===== src/rtl/tad_pkg.sv =====
package tad_pkg;
  typedef enum logic {SRC_DIV = 1'b0, SRC_OSC = 1'b1} tad_src_e;
endpackage


===== src/rtl/tad_rst_sync.sv =====
module tad_rst_sync (
  input  logic clk,
  input  logic rst_n,
  output logic rst_sync_n
);
  logic [1:0] stage_q;

  always_ff @(posedge clk or negedge rst_n) begin
    if (!rst_n) stage_q <= 2'b00;
    else        stage_q <= {stage_q[0], 1'b1};
  end

  assign rst_sync_n = stage_q[1];
endmodule


===== src/rtl/tad_down_counter.sv =====
module tad_down_counter #(
  parameter int W = 6
) (
  input  logic         clk,
  input  logic         rst_n,
  input  logic         enable,
  input  logic [W-1:0] div_in,
  output logic         run_o,
  output logic [W-1:0] cnt_o,
  output logic         zero_o,
  output logic [W-1:0] n_act_o
);
  logic         run_q, run_d;
  logic [W-1:0] cnt_q, cnt_d;
  logic [W-1:0] nact_q, nact_d;
  logic         zero;
  logic         reload;

  assign zero   = (cnt_q == '0);
  assign reload = !run_q || zero;

  // next state: idle keeps loading, running counts down and reloads at zero
  always_comb begin
    run_d  = enable;
    cnt_d  = cnt_q - 1'b1;
    nact_d = nact_q;
    if (reload) begin
      cnt_d  = div_in;
      nact_d = div_in;
    end
  end

  always_ff @(posedge clk or negedge rst_n) begin
    if (!rst_n) begin
      run_q  <= 1'b0;
      cnt_q  <= '0;
      nact_q <= '1;
    end else begin
      run_q  <= run_d;
      cnt_q  <= cnt_d;
      nact_q <= nact_d;
    end
  end

  assign run_o   = run_q;
  assign cnt_o   = cnt_q;
  assign zero_o  = run_q && zero;
  assign n_act_o = nact_q;
endmodule


===== src/rtl/tad_src_select.sv =====
module tad_src_select
  import tad_pkg::*;
(
  input  logic     clk,
  input  logic     rst_n,
  input  logic     enable,
  input  logic     run,
  input  logic     use_osc,
  input  logic     osc_tick,
  input  logic     div_zero,
  output logic     tick_o,
  output logic     level_o,
  output tad_src_e src_o
);
  tad_src_e src_q, src_d;
  logic     osc_q, osc_d;
  logic     lvl_q, lvl_d;
  logic     tick;

  assign tick = run && ((src_q == SRC_OSC) ? osc_q : div_zero);

  always_comb begin
    src_d = use_osc ? SRC_OSC : SRC_DIV;
    osc_d = osc_tick;
    lvl_d = lvl_q;
    if (!enable)   lvl_d = 1'b0;
    else if (tick) lvl_d = !lvl_q;
  end

  always_ff @(posedge clk or negedge rst_n) begin
    if (!rst_n) begin
      src_q <= SRC_DIV;
      osc_q <= 1'b0;
      lvl_q <= 1'b0;
    end else begin
      src_q <= src_d;
      osc_q <= osc_d;
      lvl_q <= lvl_d;
    end
  end

  assign tick_o  = tick;
  assign level_o = lvl_q;
  assign src_o   = src_q;
endmodule


===== src/rtl/tad_divider.sv =====
module tad_divider
  import tad_pkg::*;
#(
  parameter int DIV_W      = 6,
  parameter int MIN_PERIOD = 6
) (
  input  logic             clk2x,
  input  logic             rst_n,
  input  logic             enable,
  input  logic [DIV_W-1:0] div_set,
  input  logic             use_osc,
  input  logic             osc_tick,
  output logic             tad_tick,
  output logic             tad_level,
  output logic             tad_short
);
  localparam int PW = DIV_W + 1;
  localparam logic [PW-1:0] MIN_CYC = PW'(MIN_PERIOD);

  logic             rst_sync_n;
  logic             run_q;
  logic [DIV_W-1:0] cnt_q;
  logic             div_zero;
  logic [DIV_W-1:0] n_act;
  tad_src_e         src_q;
  logic [PW-1:0]    period_cyc;

  tad_rst_sync u_rst (
    .clk        (clk2x),
    .rst_n      (rst_n),
    .rst_sync_n (rst_sync_n)
  );

  tad_down_counter #(.W(DIV_W)) u_cnt (
    .clk     (clk2x),
    .rst_n   (rst_sync_n),
    .enable  (enable),
    .div_in  (div_set),
    .run_o   (run_q),
    .cnt_o   (cnt_q),
    .zero_o  (div_zero),
    .n_act_o (n_act)
  );

  tad_src_select u_sel (
    .clk      (clk2x),
    .rst_n    (rst_sync_n),
    .enable   (enable),
    .run      (run_q),
    .use_osc  (use_osc),
    .osc_tick (osc_tick),
    .div_zero (div_zero),
    .tick_o   (tad_tick),
    .level_o  (tad_level),
    .src_o    (src_q)
  );

  assign period_cyc = {1'b0, n_act} + {{DIV_W{1'b0}}, 1'b1};
  assign tad_short  = (src_q == SRC_DIV) && (period_cyc < MIN_CYC);
endmodule


===== config.mk =====
export PLATFORM = sky130hd
export DESIGN_NAME = tad_divider
export DESIGN_NICKNAME = d
export VERILOG_FILES = /design/src/rtl/tad_pkg.sv /design/src/rtl/tad_rst_sync.sv /design/src/rtl/tad_down_counter.sv /design/src/rtl/tad_src_select.sv /design/src/rtl/tad_divider.sv
export SDC_FILE = /design/constraint.sdc
export NUM_CORES = 1
export LEC_CHECK = 0
export ABC_AREA = 1
export ABC_CLOCK_PERIOD_IN_PS = 1400
export BUFFER_PORTS_ARGS = -buffer_cell sky130_fd_sc_hd__buf_4
export CAP_MARGIN = 20
export CORE_MARGIN = 4
export CORE_UTILIZATION = 45
export DETAILED_ROUTE_END_ITERATION = 8
export GPL_TIMING_DRIVEN = 0
export PLACE_DENSITY = 0.68
export SYNTH_ARGS = -nofsm -noshare
export SYNTH_HDL_FRONTEND = slang
export SYNTH_SLANG_ARGS = --single-unit

===== constraint.sdc =====
create_clock -name clk2x -period 1.4 [get_ports clk2x]
set_input_delay 0.14 -clock clk2x [delete_from_list [all_inputs] [get_ports clk2x]]
set_output_delay 0.14 -clock clk2x [all_outputs]
set_load 0.03 [all_outputs]

---- Yosys cells after proc, flatten, opt, wreduce, memory -nomap -nowiden ----
Cells that the tools add are included.
storage, ports and cells
  flip-flop bits (word level) ............. 18
  bits in latches ......................... 0
  RAM bits ................................ 0
  memory bits (read-only) ................. 0
  input bits .............................. 11
  output and inout port bits .............. 3
  word-level logic and storage cells ...... 24
  memories kept ........................... 0
cells by class
  $add $sub $neg .......................... 2
  multipliers ............................. 0
  divide/modulo/power cells ............... 0
  magnitude comparators ................... 1
  eq/ne operators ......................... 1
  shifts and indexed selects .............. 0
  muxes and demuxes ....................... 5
  bitwise logic cells ..................... 1
  reduce and logical (&&, ||, !) cells .... 7
operators by type and width
  cell                                                                      count
  6-bit by 1-bit adder with 7-bit output (second input constant)            1
  7-bit by 3-bit < comparator with 1-bit output (second input constant)     1
  6-bit logical NOT                                                         1
  6-bit two-way mux                                                         1
  6-bit by 1-bit subtractor with 6-bit output (second input constant)       1
  1-bit two-way mux                                                         4
  1-bit logical AND                                                         3
  1-bit logical NOT                                                         2
  2-bit by 1-bit inequality test with 1-bit output (second input constant)  1
  1-bit logical OR                                                          1
  1-bit NOT                                                                 1

---- Depth between registers and ports, before layout ----
Gate-level depths: netlist of run 1.
  depth after elaboration ................. 6
  gate-level depth with buffers ........... 7
  depth with buffers taken out ............ 7

---- Hierarchy ----
Synthesis of run 1 repeated with hierarchy kept, for this count alone.
second synthesis, totals
  cells, all modules ...................... 106
  area, all modules ....................... 884.6 um^2
by module, submodules not included
  module            instances  cells an instance  area each (um^2)  seq. area each (um^2)
  tad_down_counter  1          67                 599.3             332.8
  tad_src_select    1          17                 145.1             75.1
  tad_divider       1          19                 86.3              0.0
  tad_rst_sync      1          3                  53.8              50.0

---- Least setup slack after synthesis of run 1 ----
No wires, ideal clock.
  path type ............................... register to output
  start ................................... register u_cnt.nact_q[0] (netlist: u_cnt.n_act_o[0])
  end ..................................... output port tad_short
  arrival ................................. 1.667 ns
  required time ........................... 1.260 ns
  setup slack ............................. -0.407 ns
  cell stages (with the launch flop) ...... 7
  buffers on the path ..................... 0
  cell sequence ........................... dfstp_2 ha_1 nand2_1 nand2_1 nand2_1 nand2_1 nor3_1
between the ends
  longest elaborated chain between the ends .. 3
RTL lines
  element                                        RTL line                text
  start, declared                                tad_down_counter.sv:15  logic [W-1:0] nact_q, nact_d;
  start signal, assigned                         tad_down_counter.sv:41  nact_q <= nact_d;
  6-bit by 1-bit adder with 7-bit output         tad_divider.sv:58       assign period_cyc = {1'b0, n_act} + {{DIV_W{1'b0}}, 1'b1};
  7-bit by 3-bit < comparator with 1-bit output  tad_divider.sv:59       assign tad_short = (src_q == SRC_DIV) && (period_cyc < MIN_CYC);
  1-bit logical AND                              tad_divider.sv:59
  end, declared                                  tad_divider.sv:15       output logic tad_short
No other way between the ends.

---- Worst setup path after layout of run 1 ----
  start ................................... register u_cnt.nact_q[1] (netlist: u_cnt.n_act_o[1])
  end ..................................... output port tad_short
The elaborated chain is that of the path after synthesis.

==> results of run 1 <==
synthesized netlist by cell type, drive strengths merged:
cell type / number
a21oi: 1
a31oi: 1
buf: 1
conb: 1
dfrtp: 12
dfstp: 6
ha: 3
inv: 10
nand2: 31
nand3: 5
nand4: 2
nor2: 4
nor3: 2
o21a: 1
o21ai: 5
xnor2: 3
final timing paths:
path | startpoint | to | slack, ns
hold / removal | div_set[3] | u_cnt.cnt_o[3] | 0.07
setup reg to reg | u_cnt.cnt_o[1] | u_cnt.cnt_o[3] | 0.12
min in group asynchronous | rst_n | u_rst.stage_q[0] | 0.17
max in group asynchronous | u_rst.stage_q[1] | u_sel.osc_q | 0.77
hold reg to reg | u_rst.stage_q[1] | u_cnt.cnt_o[0] | 0.24
setup / recovery | u_cnt.n_act_o[1] | tad_short | -0.30
flip-flops by register name, indices dropped and copies added, names as in the netlist:
| register | flops |
|---|---|
| u_sel.src_o | 1 |
| u_cnt.run_o | 1 |
| u_rst.stage_q | 2 |
| u_cnt.n_act_o | 6 |
| u_sel.osc_q | 1 |
| u_sel.level_o | 1 |
| u_cnt.cnt_o | 6 |
final cells by class:
cell class	count	area [um2]	share of cell area [%]
Inverter	10	37.5	3.30
Clock buffer	4	26.3	2.31
Sequential cell	18	458	40.2
Multi-Input combinational cell	59	362	31.8
Buffer	1	11.3	0.989
Timing Repair Buffer	26	213	18.7
Tap cell	25	31.3	2.75
report_power, final:
group | switching [W] | internal (W)
clock | 0.000141 | 0.000111
combinational | 0.000182 | 0.000187
sequential | 0.0000610 | 0.000598
total | 0.000384 | 0.000896
stage by stage:
step	total power, W	setup slack, ns	cells
5_1_grt	0.00137	-0.393	143
3_3_place_gp	0.000920	-0.00731	126
4_1_cts	0.00126	-0.314	141
2_1_floorplan	0.000851	0.00704	88
3_5_place_dp	0.000932	-0.0199	126
6_report	0.00128	-0.305	143
cells by family after synthesis:
family                     count (synthesis)  synth area share (%)
and+or+nand+nor                           44                  23.4
xor gates and xnor gates                   3                  3.26
other                                      1                 0.465
AOI/OAI and AO/OA                          8                  5.43
adders and majority gates                  3                  4.65
buffers and inverters                     11                  6.05
DFF                                       18                  56.7
worst min-delay path: stages:
cell and delay (ns):
buf_4 0.08, nand2_1 0.06, nand2_1 0.06
layer usage:
layer	track usage [%]	up-vias	routed length [um]
met2	25.9	6	931
met4	4.04	0	14
met5	0	-	0
li1	-	336	-
met3	5.34	2	51
met1	18.4	318	630
placed cells by master, fill, tap and decap left out, types with 2 or more instances in the layout:
cell,n
nand2_1,26
buf_4,20
dfrtp_1,12
inv_1,7
dfstp_2,6
nand2_2,5
o21ai_0,5
nand3_1,4
dlygate4sd3_1,4
inv_2,3
xnor2_1,3
buf_6,3
clkbuf_4,3
nor2_1,2
nand4_1,2
ha_4,2
timing repair:
| item | 4_1_cts | 5_1_grt |
|---|---|---|
| setup endpoints to repair | 2 | 2 |
| hold endpoints to repair | 5 | 0 |
| buffers inserted | 7 | 2 |
| pin swaps | 3 | 1 |
| gates resized for setup | 11 | 2 |
| hold buffers | 4 | 0 |
==> impl_metrics.py, run 1 <==
metrics = {
    "run_status": {
        "status": "finished with violations",
        "violations_in_the_final_reports": "negative setup slack",
    },
    "critical_path": {
        "crit_buf_inv": 1,
        "worstPathCellList": "ha_4 > nand2_2 > nand2_1 > nand2_1 > nand2_2 > nor3_4 > buf_6",
        "crit_path_start_kind": "register",
        "cp_top_family": "flip-flops",
        "critical-path-max-stage-delay_ns": 0.58,
        "setup.worst_path.end_class": "output pin",
        "reg2reg_depth": 7,
        "critPathArrivalTime_ns": 1.56,
        "worst_ep_required_time_ns": 1.26,
        "crit_cells": 7,
        "critical_path.max_fanout": 4,
        "timing_worst_setup_path_type": "register to output pin",
        "critical-path-slowest-cell": "dfstp_2",
    },
    "floorplanning": {
        "floorplan.die.width_um": 50.4,
        "num_rows": 15,
        "floorplan.die.height_um": 50.4,
        "top_level_ports": 14,
        "core_area_mm2": 0.00171,
        "initial_core_util_pct": 47.3,
        "fp.dieArea_mm2": 0.00254,
    },
    "sta": {
        "fin_worst_hold_slack_ns": 0.0746,
        "max_slew_margin_pct": 60.5,
        "setup_tns_ns": -0.348,
        "finalSetupViolCount": 2,
        "skew_ns": 0.0100,
        "fmax_mhz": 587,
        "final-max-slew-violation-count": 0,
        "grt_setup_unrepaired": "true",
        "part_of_the_cycle_the_worst_path_needs_pct": 122,
        "tightestPinTransition_ns": 0.593,
        "hold_violations": 0,
        "least_setup_slack_across_all_paths_after_layout_ns": -0.305,
        "final.min_clock_period_ns": 1.70,
    },
    "min_path": {
        "hold_class": "input port to register",
        "hold_depth": 3,
    },
    "run": {
        "max-cap-violations": 0,
    },
    "synth": {
        "ys.warnings.count": 0,
        "synthesis.instances": 88,
        "syn-mean-instance-area_um2": 9.17,
        "synth-seq-cells": 18,
        "ys_types": 19,
        "synth.cell_area_um2": 807,
        "synth_largest_type_area_fraction_pct": 37.2,
        "netlist_top_cells_area": "dfrtp_1 37%, dfstp_2 20%, nand2_1 14%, ha_1 4.7%, inv_1 4.7%",
        "ys_seq_area_share_pct": 56.7,
        "syn-num-nets": 102,
        "yosys.area.top_type": "dfrtp_1",
    },
    "pwr": {
        "leakage_nw": 0.552,
        "power-per-cell-area_mw_per_mm2": 1120,
        "vdd.ir_drop.worst_mv": 0.884,
    },
    "placed_design": {
        "postPlaceCellArea_um2": 962,
        "port-buffer-count": 13,
        "detailedPlacementHpwl_um": 1130,
        "globalplace.congestion": 0.787,
    },
    "clock_network": {
        "max-clock-path-buffers": 2,
        "worst_skew_pair.late_latency_ns": 0.28,
        "cts_root_buffer": "clkbuf_4",
        "clock_sink_count": 18,
        "htree_levels": 1,
        "cts.reportedPaths.clkPinSlew_ns": 0.10,
        "tritoncts.num_buffers": 3,
        "tritoncts": "done",
    },
    "layout": {
        "antenna_cells_inserted": 0,
        "share_of_layout_cells_above_drive_strength_1_pct": 39.0,
        "fin_util_pct": 66.7,
        "fillCellCount": 145,
        "nets": 133,
        "fin_area_mm2": 0.00114,
        "flow.area_growth_from_synthesis_pct": 41.1,
    },
    "grt": {
        "grt_max_degree": 17,
        "via_count_of_the_first_global_routing_pass": 679,
        "grt_usage_pct": 15.3,
        "grt_overflow_total": 0,
        "antenna_violations_before_repair": 0,
        "grt_first_pass_wirelength_um": 2860,
    },
    "routing": {
        "drt-total-wl_um": 1630,
        "first_pass_iters": 3,
        "final_antenna_net_count": 0,
        "dr.first_iter.drc_count": 5,
        "drcViolationCount": 0,
        "detailroute.via_count": 662,
        "route.detailed.vias_per_inst": 4.63,
        "routedWlPerCell_um": 11.4,
    },
}
Note: power is estimated with default switching activity, not from simulation.
==> inputs of run 2 (changes only) <==
Settings changed: ABC_AREA 1 to not set, CTS_CLUSTER_SIZE set to 30, SLEW_MARGIN set to 30.
==> run 2 against run 1 <==
Compared with the run above: the flow still finishes with violations (negative setup slack); clock power is 6% higher; sequential share of layout area down 3.3 points; setup slack got worse by 0.24 ns; first-iteration DRC count down 80%; largest power group unchanged; highest routed layer unchanged.
==> impl_metrics.py, run 2 <==
metrics = {
    "run_status": {
        "status": "finished with violations",
        "violations_in_the_final_reports": "negative setup slack",
    },
    "floorplanning": {
        "initial_core_util_pct": 49.2,
        "top_level_ports": 14,
        "fp.dieArea_mm2": 0.00274,
        "num_rows": 15,
        "floorplan.die.width_um": 52.4,
        "floorplan.die.height_um": 52.4,
        "core_area_mm2": 0.00180,
    },
    "synth": {
        "syn-mean-instance-area_um2": 13.6,
        "synth_largest_type_area_fraction_pct": 33.9,
        "ys_types": 27,
        "yosysMostFrequentCell": "dfrtp_1",
        "yosys.area.top_type": "dfrtp_1",
        "synth-seq-cells": 18,
        "syn-num-nets": 79,
        "netlist_top_cells_area": "dfrtp_1 34%, dfstp_2 18%, mux2_4 14%, ha_1 4.2%, mux2i_1 3.4%",
        "ys_seq_area_share_pct": 51.7,
        "synthesis.instances": 65,
        "synthTopCellsByCount": "12 x dfrtp_1, 8 x mux2_4, 6 x dfstp_2",
        "postSynth.topFlopCell": "dfrtp_1",
        "synth.cell_area_um2": 886,
        "ys.warnings.count": 0,
        "synthArstFlopShare_pct": 100,
        "synth-edff-count": 0,
    },
    "critical_path": {
        "crit_buf_inv": 1,
        "critical-path-max-stage-delay_ns": 0.58,
        "worst_ep_required_time_ns": 1.26,
        "crit_cells": 4,
        "critPathArrivalTime_ns": 1.80,
        "critical-path-slowest-cell": "dfstp_2",
        "cp_top_family": "flip-flops",
        "timing_worst_setup_path_type": "register to output pin",
        "reg2reg_depth": 4,
        "worstPathCellList": "ha_4 > or4_4 > a31oi_4 > buf_6",
        "critical_path.max_fanout": 4,
        "setup.worst_path.end_class": "output pin",
        "crit_path_start_kind": "register",
    },
    "clock_network": {
        "worst_skew_pair.late_latency_ns": 0.29,
        "max-clock-path-buffers": 2,
        "htree_levels": 1,
        "tritoncts.num_buffers": 3,
        "clock_sink_count": 18,
        "cts_root_buffer": "clkbuf_4",
        "tritoncts": "done",
        "cts.reportedPaths.clkPinSlew_ns": 0.10,
    },
    "sta": {
        "grt_setup_unrepaired": "true",
        "final.min_clock_period_ns": 1.94,
        "finalSetupViolCount": 13,
        "tightestPinTransition_ns": 0.631,
        "skew_ns": 0.0122,
        "fmax_mhz": 514,
        "least_setup_slack_across_all_paths_after_layout_ns": -0.544,
        "final-max-slew-violation-count": 0,
        "hold_violations": 0,
        "part_of_the_cycle_the_worst_path_needs_pct": 139,
        "max_slew_margin_pct": 57.9,
    },
    "grt": {
        "grt_max_degree": 17,
        "grt_usage_pct": 15.7,
        "via_count_of_the_first_global_routing_pass": 670,
        "antenna_violations_before_repair": 0,
        "grt_first_pass_wirelength_um": 3080,
        "grt_overflow_total": 0,
    },
    "placed_design": {
        "postPlaceCellArea_mm2": 0.00105,
        "dpl_worst_slack_ns": -0.251,
        "detailedPlacementHpwl_um": 1100,
        "port-buffer-count": 13,
        "placed_cells_incl_taps": 103,
        "globalplace.congestion": 0.673,
    },
    "layout": {
        "nets": 109,
        "flow.area_growth_from_synthesis_pct": 41.5,
        "multi_input_area_um2": 490,
        "fillCellCount": 135,
        "fin_area_mm2": 0.00125,
        "non_filler_cells_final": 119,
        "final-seq-area_um2": 463,
        "fin_util_pct": 69.6,
        "share_of_layout_cells_above_drive_strength_1_pct": 62.8,
        "final_common_cell": "buf_4",
        "most-common-layout-cells": "16 x buf_4, 8 x mux2_4, 8 x dfrtp_1, 6 x buf_6, 6 x dfstp_2",
        "antenna_cells_inserted": 0,
    },
    "routing": {
        "first_pass_iters": 3,
        "route.detailed.vias_per_inst": 5.04,
        "drt-total-wl_um": 1800,
        "drcViolationCount": 0,
        "detailroute.via_count": 600,
        "routedWlPerCell_um": 15.1,
        "final_antenna_net_count": 0,
        "dr.first_iter.drc_count": 1,
    },
    "min_path": {
        "hold_depth": 2,
        "hold_class": "input port to register",
    },
    "run": {
        "max-cap-violations": 0,
    },
    "pwr": {
        "leakage_nw": 0.550,
        "power-per-cell-area_mw_per_mm2": 1090,
        "vdd.ir_drop.worst_mv": 0.606,
        "total_power_w": 0.00137,
    },
}
[run 2: cell type report]
class                           instances  area share (%)
Timing Repair Buffer                   25            17.3
Sequential cell                        18            36.9
Buffer                                  1           0.898
Multi-Input combinational cell         42            39.1
Inverter                                4            1.20
Clock buffer                            4            2.10
Tap cell                               25            2.50
[run 2: kinds of logic after synthesis]
kind of cell               Yosys count  share of synthesized area [%]
DFF                                 18                           51.7
muxes                               13                           19.5
and+or+nand+nor                     13                           10.7
AOI/OAI and AO/OA                    9                           7.49
buffers and inverters                5                           2.97
adders and majority gates            3                           4.24
xor gates and xnor gates             3                           2.97
other                                1                          0.423
[run 2: what timing repair did]
| action | CTS | global route |
|---|---|---|
| gates cloned | 1 | 0 |
| gates resized for setup | 15 | 7 |
| setup endpoints to repair | 10 | 14 |
| setup buffers | 6 | 2 |
| endpoints found under the hold margin | 5 | 0 |
| hold buffers | 4 | 0 |
| pin swaps | 3 | 3 |
[run 2: metal layers]
metal	GRT usage, %	up-vias	routed length, um
li1	-	293	-
met1	18.8	292	768
met2	26.0	11	924
met3	7.12	4	84
met4	2.55	0	23
met5	0	-	0
[run 2: where the power goes]
part | total [W] | switching, W | internal, W
registers | 0.000707 | 0.000104 | 0.000603
clock network | 0.000265 | 0.000155 | 0.000111
logic | 0.000393 | 0.000152 | 0.000242
total | 0.00137 | 0.000410 | 0.000956
[run 2: per-stage QoR]
step	TNS, ns	hold slack [ns]
finish	-1.36	0.0760
global route	-2.26	0.0628
CTS	-0.977	0.0737
detailed placement	-0.971	-0.0770
global placement	-0.977	-0.0778
floorplan	-0.180	-0.156
[run 2: path summary, 6_finish.rpt]
| path | from | end | slack, ns |
|---|---|---|---|
| worst max-delay path | u_cnt.n_act_o[0] | tad_short | -0.54 |
| max in group asynchronous | u_rst.stage_q[1] | u_cnt.cnt_o[3] | 0.71 |
| worst min-delay path | div_set[3] | u_cnt.n_act_o[3] | 0.08 |
| worst min register to register | u_rst.stage_q[1] | u_sel.level_o | 0.25 |
| worst max register to register | u_cnt.cnt_o[4] | u_cnt.cnt_o[0] | -0.10 |
| min in group asynchronous | rst_n | u_rst.stage_q[1] | 0.17 |
